==> config.mk <==
export PLATFORM = sky130hd
export DESIGN_NAME = oam_dma
export DESIGN_NICKNAME = d
export VERILOG_FILES = /design/src/rtl/oam_dma_pkg.sv /design/src/rtl/oam_dma_seq.sv /design/src/rtl/oam_dma_guard.sv /design/src/rtl/oam_dma.sv
export SDC_FILE = /design/constraint.sdc
export NUM_CORES = 1
export LEC_CHECK = 0
export ABC_AREA = 1
export BUFFER_PORTS_ARGS = -buffer_cell sky130_fd_sc_hd__buf_2
export CORE_AREA = 2 2 61 92
export CTS_CLUSTER_DIAMETER = 200
export CTS_CLUSTER_SIZE = 30
export DETAILED_ROUTE_END_ITERATION = 10
export DIE_AREA = 0 0 63 94
export PLACE_DENSITY = 0.78
export SLEW_MARGIN = 20
export SYNTH_ARGS = -nofsm -noshare
export SYNTH_HDL_FRONTEND = slang
export SYNTH_HIERARCHICAL = 1
export SYNTH_SLANG_ARGS = --single-unit
==> constraint.sdc <==
create_clock -name clk_i -period 1.9 [get_ports clk_i]
set_input_delay 0.19 -clock clk_i [delete_from_list [all_inputs] [get_ports clk_i]]
set_output_delay 0.19 -clock clk_i [all_outputs]
set_load 0.01 [all_outputs]
==> src/rtl/oam_dma_pkg.sv <==
package oam_dma_pkg;
  localparam logic [15:0] SPR_LO = 16'hFE00;
  localparam logic [15:0] SPR_HI = 16'hFEA0;

  typedef struct packed {
    logic [15:0] lo;
    logic [15:0] hi;
  } span_t;

  // lock window, half-open [lo, hi), chosen by source bits [15:13]
  function automatic span_t lock_span(input logic [2:0] idx, input logic color);
    span_t s;
    if (idx == 3'd4) begin
      s.lo = 16'h8000; s.hi = 16'hA000;
    end else if (!color) begin
      s.lo = 16'hA000; s.hi = 16'hFE00;
    end else if (idx == 3'd6) begin
      s.lo = 16'hC000; s.hi = 16'hFE00;
    end else begin
      s.lo = 16'hA000; s.hi = 16'hC000;
    end
    return s;
  endfunction
endpackage

==> src/rtl/oam_dma_seq.sv <==
module oam_dma_seq #(
  parameter int          XFER_LEN  = 160,
  parameter int          FIRST_GAP = 8,
  parameter int          BYTE_GAP  = 4,
  parameter logic [15:0] MAX_BASE  = 16'hF100,
  localparam int         OAM_AW    = $clog2(XFER_LEN)
) (
  input  logic              clk_i,
  input  logic              rst_ni,
  input  logic              start_i,
  input  logic [7:0]        src_page_i,
  output logic              busy_o,
  output logic              copy_o,
  output logic [15:0]       src_o,
  output logic [OAM_AW-1:0] dst_o
);
  localparam int CNT_W = $clog2(XFER_LEN + 1);
  localparam int GAP_W = $clog2(FIRST_GAP + BYTE_GAP);

  logic [15:0]      base;
  logic             accept;
  logic [CNT_W-1:0] remain_q;
  logic [GAP_W-1:0] wait_q;

  assign base   = {src_page_i, 8'h00};
  assign accept = start_i && (base <= MAX_BASE);
  assign copy_o = busy_o && (wait_q == '0);

  always_ff @(posedge clk_i or negedge rst_ni) begin
    if (!rst_ni) begin
      busy_o   <= 1'b0;
      src_o    <= '0;
      dst_o    <= '0;
      remain_q <= '0;
      wait_q   <= '0;
    end else if (accept) begin
      busy_o   <= 1'b1;
      src_o    <= base;
      dst_o    <= '0;
      remain_q <= CNT_W'(XFER_LEN);
      wait_q   <= GAP_W'(FIRST_GAP - 1);
    end else if (busy_o) begin
      if (copy_o) begin
        src_o    <= src_o + 16'd1;
        dst_o    <= dst_o + OAM_AW'(1);
        remain_q <= remain_q - CNT_W'(1);
        wait_q   <= GAP_W'(BYTE_GAP - 1);
        if (remain_q == CNT_W'(1)) busy_o <= 1'b0;
      end else begin
        wait_q <= wait_q - GAP_W'(1);
      end
    end
  end
endmodule

==> src/rtl/oam_dma_guard.sv <==
module oam_dma_guard
  import oam_dma_pkg::*;
(
  input  logic        busy_i,
  input  logic [2:0]  src_idx_i,
  input  logic        color_i,
  input  logic [15:0] cpu_addr_i,
  output logic        block_o
);
  span_t span;
  logic  in_spr, in_span;

  always_comb begin
    span    = lock_span(src_idx_i, color_i);
    in_spr  = (cpu_addr_i >= SPR_LO) && (cpu_addr_i < SPR_HI);
    in_span = (cpu_addr_i >= span.lo) && (cpu_addr_i < span.hi);
    block_o = busy_i && (in_spr || in_span);
  end
endmodule

==> src/rtl/oam_dma.sv <==
module oam_dma #(
  parameter int          XFER_LEN  = 160,
  parameter int          FIRST_GAP = 8,
  parameter int          BYTE_GAP  = 4,
  parameter logic [15:0] MAX_BASE  = 16'hF100,
  localparam int         OAM_AW    = $clog2(XFER_LEN)
) (
  input  logic              clk_i,
  input  logic              rst_ni,
  input  logic              color_model_i,
  input  logic              start_i,
  input  logic [7:0]        src_page_i,
  output logic              rd_req_o,
  output logic [15:0]       rd_addr_o,
  input  logic [7:0]        rd_data_i,
  output logic              spr_we_o,
  output logic [OAM_AW-1:0] spr_waddr_o,
  output logic [7:0]        spr_wdata_o,
  output logic              busy_o,
  input  logic [15:0]       cpu_addr_i,
  output logic              cpu_block_o
);
  logic              copy;
  logic [15:0]       src;
  logic [OAM_AW-1:0] dst;

  oam_dma_seq #(
    .XFER_LEN (XFER_LEN),
    .FIRST_GAP(FIRST_GAP),
    .BYTE_GAP (BYTE_GAP),
    .MAX_BASE (MAX_BASE)
  ) i_seq (
    .clk_i     (clk_i),
    .rst_ni    (rst_ni),
    .start_i   (start_i),
    .src_page_i(src_page_i),
    .busy_o    (busy_o),
    .copy_o    (copy),
    .src_o     (src),
    .dst_o     (dst)
  );

  oam_dma_guard i_guard (
    .busy_i    (busy_o),
    .src_idx_i (src[15:13]),
    .color_i   (color_model_i),
    .cpu_addr_i(cpu_addr_i),
    .block_o   (cpu_block_o)
  );

  assign rd_req_o    = copy;
  assign rd_addr_o   = src;
  assign spr_we_o    = copy;
  assign spr_waddr_o = dst;
  assign spr_wdata_o = rd_data_i;
endmodule

# Word-level counts from Yosys, hierarchy flattened
# Index checks and enable logic that the tools add are counted.
# totals
out_inout_bits	36
input_bits	36
memories	0
latch_bits	0
regBits	37
ramBits	0
wordCells	46
mem_bits_ro	0
# op_classes
n_div	0
mul	0
eq_ne	3
addsub	4
n_shift	0
n_mux	19
n_lt_le_gt_ge	5
bitwise_logic	0
reduce_logical	10
# ops
operator	count
32-bit 2-to-1 mux	2
16-bit 2-to-1 mux	3
8-bit 2-to-1 mux	6
31-bit 2-to-1 mux	1
16-bit by 1-bit adder with 16-bit output, second input constant	1
16-bit >= comparator	1
16-bit >= comparator, second input constant	1
16-bit <= comparator, second input constant	1
16-bit less-than comparator	1
16-bit less-than comparator, second input constant	1
4-bit 2-to-1 mux	3
8-bit by 1-bit adder with 8-bit output, second input constant	1
8-bit by 1-bit == test with 1-bit output, second input constant	1
8-bit by 1-bit subtractor with 8-bit output, second input constant	1
3-bit == test, second input constant	2
1-bit logical AND	5
4-bit zero test	1
1-bit 2-to-1 mux	4
2-bit nonzero test	2
4-bit by 1-bit subtractor with 4-bit output, second input constant	1
2-bit AND reduction	1
1-bit logical OR	1

# Longest topological paths before layout
# logic_depth
ltp_word	8
depth_mapped	12
mapped_depth_nobuf	12

# By module
# The synthesis kept the hierarchy.
# modules_own_cells
mod	cells_each	seq_area_each_um2	n_inst	area_each_um2
oam_dma_seq	294	925.9	1	2244.7
oam_dma_guard	57	0.0	1	316.6
oam_dma	9	0.0	1	67.6

# Worst setup path after synthesis
# OpenSTA, ideal clock, no wires.
# synth_path
kind	register to output
startpoint	register i_seq.src_o[13]
endpoint	output cpu_block_o
n_path_buf	0
arrival_time_ps	1620
slack_ps	90
stages_incl_launch_ff	11
path_cell_list	dfrtp_1 inv_1 nand2_1 inv_1 nand3_1 ha_1 nand4_1 or2_0 o21ai_1 nand3_1 a21oi_2
# synth_via
elab_chain_cells	8
elab_cells_between_ends	10
cone_classes	2 x order compare; 2 x eq/ne; 3 x mux; 3 x reduce/logical
# synth_lines
item	line_no	rtl
start, declared	oam_dma_seq.sv:14	output logic [15:0] src_o,
start signal, assigned	oam_dma_seq.sv:38	src_o <= base;
start signal, assigned	oam_dma_seq.sv:44	src_o <= src_o + 16'd1;
3-bit == test	oam_dma_pkg.sv:17	end else if (idx == 3'd6) begin
31-bit 2-to-1 mux	oam_dma_pkg.sv:17	
32-bit 2-to-1 mux	oam_dma_pkg.sv:15	end else if (!color) begin
32-bit 2-to-1 mux (*)	oam_dma_pkg.sv:13	if (idx == 3'd4) begin
16-bit >= comparator or 16-bit less-than comparator (tied branches)	oam_dma_guard.sv:16	in_span = (cpu_addr_i >= span.lo) && (cpu_addr_i < span.hi);
1-bit logical AND (*)	oam_dma_guard.sv:16	
1-bit logical OR (*)	oam_dma_guard.sv:17	block_o = busy_i && (in_spr || in_span);
1-bit logical AND (*)	oam_dma_guard.sv:17	
end, declared	oam_dma.sv:21	output logic cpu_block_o
# Every way passes the cells marked *; elsewhere a longest branch is shown, timed or not.

# Worst setup path after layout
# layout_path
startpoint	register i_seq.src_o[14]
endpoint	output cpu_block_o
# Same word-level chain as after synthesis.

==> results_dict.tcl <==
set metrics [dict create \
    leakagePower_uw 0.00157 \
    slew_headroom 0.623 \
    critPathArrivalTime_ns 1.97 \
    clkTransAtPathRegs_ns 0.07 \
    finClkSkew_ns 0.00474 \
    critPathTopFamily "flip-flops" \
    syn_area_sq_um 2630 \
    ys_types 33 \
    first_iter_violations 86 \
    yosysWarnings 6 \
    drc_errors 0 \
    grt_pass1_wl_mm 11.0 \
    cts_root_buffer "clkbuf_8" \
    tightestPinTransition_ns 0.565 \
    yosys-top-cells-count "nand2_1, inv_1, nor2_1, dfrtp_1, nand3_1" \
    min_path_type "input port to flip-flop" \
    cts_buffers 5 \
    endpoint_kind "output pin" \
    path_buf_inv 3 \
    fin_crit_sh 1.14 \
    yosys.area.top_type "dfrtp_1" \
    cellPowerDensity_nw_per_um2 564 \
    tns_ns -0.264 \
    core_area_sq_um 5080 \
    synth_fp_nets 409 \
    cp_slowest_stage_delay_ns 0.41 \
    drv_slew 0 \
    clock_path_buffers 2 \
    die_w_um 63 \
    dp_slack_ns 0.00899 \
    htree_levels 2 \
    grt_pass1_vias 2552 \
    drive_gt1_frac 0.258 \
    yosysMostFrequentCell "nand2_1" \
    initial_core_util 0.517 \
    max_freq_mhz 462 \
    setup_violations 1 \
    grt_use_total 0.233 \
    gp_congestion 0.814 \
    fill_cells 476 \
    critPathMaxFanout 4 \
    io_pins 72 \
    hold_viol_final 0 \
    postRouteAntennaNets 0 \
    fin_util 0.607 \
    worstPathCellList "inv_1 > nand3_1 > inv_1 > nor2_1 > ha_1 > a21oi_2 > nor2_1 > a21oi_1 > nand3_1 > a21oi_2 > buf_2" \
    drv_cap 0 \
    cts_tree "done" \
    port_buffers 55 \
    antenna_cells 0 \
    min_period_ns 2.16 \
    num_rows 32 \
    synth.area.top_cells "dfrtp_1, nand2_1, ha_1" \
    synth_top_area_share 0.352 \
    ys_ff_latch 37 \
    rsz0062_at_grt "yes" \
    setup_slack_ns -0.264 \
    die_y_um 94 \
    drtPass1Iterations 5 \
    wl_per_cell_um 13.0 \
    worstPathRequired_ns 1.71 \
    synth_edf_count 0 \
    area_growth_pct 17.5 \
    wl_mm 6.37 \
    yosysSeqAreaShare 0.352 \
    antenna_found_initial 0 \
    whs_ns 0.127 \
    dpl_cell_area_sq_um 2930 \
    status "complete, but fails checks" \
    final_cell_area_sq_um 3090 \
    vias_per_cell 5.31 \
    grt_max_degree 25 \
    worst_ir_drop_vdd_mv 0.436 \
    crit_type "flip-flop to output pin" \
    synthFlopType "dfrtp_1" \
    hpwl_mm 4.82 \
    avgSynthCellArea_sq_um 7.30 \
    num_vias 2606 \
    clkLatencyLatePin_ns 0.29 \
    synth-async-reset-ratio 1.00 \
    synthCells 360 \
    die_area_sq_um 5920 \
    gr-total-overflow 0 \
    start_kind "flip-flop" \
    violations "negative setup slack" \
    numClockSinks 37 \
    nets 472 \
    crit_slowest_cell "dfrtp_1" \
]
registers in the layout, indices dropped and copies added, names as in the netlist:
signal          count
i_seq/wait_q        4
i_seq/dst_o         8
i_seq/busy_o        1
i_seq/remain_q      8
i_seq/src_o        16
tightest hold or removal path: cells and delay by family:
family	cells	cell delay, ns
AND/OR/NAND/NOR	2	0.12
buffers and inverters	1	0.07
what timing repair did:
action,in CTS,in global routing
endpoints found under the hold margin,22,0
resized for setup,1,5
setup buffers,2,3
hold buffers,1,0
setup endpoints to repair,1,2
pin swaps,2,0
cell families (layout without fill, tap and decap cells):
family | after synthesis | after routing | synth area share
AO/OA/AOI/OAI | 43 | 43 | 0.0966
XOR/XNOR | 5 | 5 | 0.0167
adder cells (fa/ha/maj) | 13 | 13 | 0.0619
buffers and inverters | 61 | 124 | 0.119
flip-flops | 37 | 37 | 0.352
AND/OR/NAND/NOR | 201 | 201 | 0.354
power by group:
| group | internal (uW) | switching (uW) | leakage (uW) |
|---|---|---|---|
| clock | 288 | 271 | 0.0000443 |
| combinational | 137 | 192 | 0.00105 |
| sequential | 818 | 33.6 | 0.000478 |
cell usage in the layout (no fill, tap or decap), types with 3 or more instances in the layout:
| cell type | instances |
|---|---|
| buf_2 | 55 |
| nor3_1 | 7 |
| o21ai_1 | 3 |
| nor2_2 | 3 |
| xnor2_1 | 4 |
| clkbuf_8 | 6 |
| nand2_2 | 4 |
| nand2_1 | 92 |
| a21oi_2 | 3 |
| o21ai_0 | 16 |
| ha_1 | 12 |
| nand4_1 | 9 |
| o21bai_1 | 4 |
| a21oi_1 | 12 |
| dfrtp_1 | 37 |
| nand3_1 | 25 |
| buf_4 | 16 |
| nor2_1 | 42 |
| nand3_2 | 10 |
| inv_2 | 5 |
| and3_1 | 3 |
| inv_1 | 39 |
area by class of cell:
type,instances,area [sq um],area share
Multi-Input combinational cell,262,1410,0.457
Inverter,45,173,0.0559
Clock buffer,7,86.3,0.0280
Timing Repair Buffer,72,405,0.131
Sequential cell,37,926,0.300
Tap cell,68,85.1,0.0276
path summary, 6_finish.rpt:
kind                            slack, ns  depth (start not counted)                       endpoint                     startpoint
worst min register to register       0.50                          1  i_seq/remain_q[5]$_DFFE_PN0P_  i_seq/remain_q[5]$_DFFE_PN0P_
worst max-delay path                -0.26                         11                    cpu_block_o    i_seq/src_o[14]$_DFFE_PN0P_
worst max register to register       0.19                         11  i_seq/remain_q[2]$_DFFE_PN0P_    i_seq/wait_q[0]$_DFFE_PN0P_
max in group asynchronous            0.93                          3     i_seq/src_o[0]$_DFFE_PN0P_                         rst_ni
worst min-delay path                 0.13                          3     i_seq/src_o[8]$_DFFE_PN0P_                  src_page_i[0]
min in group asynchronous            0.43                          2  i_seq/remain_q[0]$_DFFE_PN0P_                         rst_ni
per-stage QoR:
step	total power, uW	cells
finish	1740	491
global route	1850	491
CTS	1760	488
detailed placement	1180	478
global placement	1170	478
floorplan	1070	360
per-layer routing:
layer  part of all wire  track usage
met1               0.40        0.254
met2               0.53        0.430
met3              0.047       0.0456
met4              0.023        0.107
met5                  0            0
Note: power is estimated with default switching activity, not from simulation.
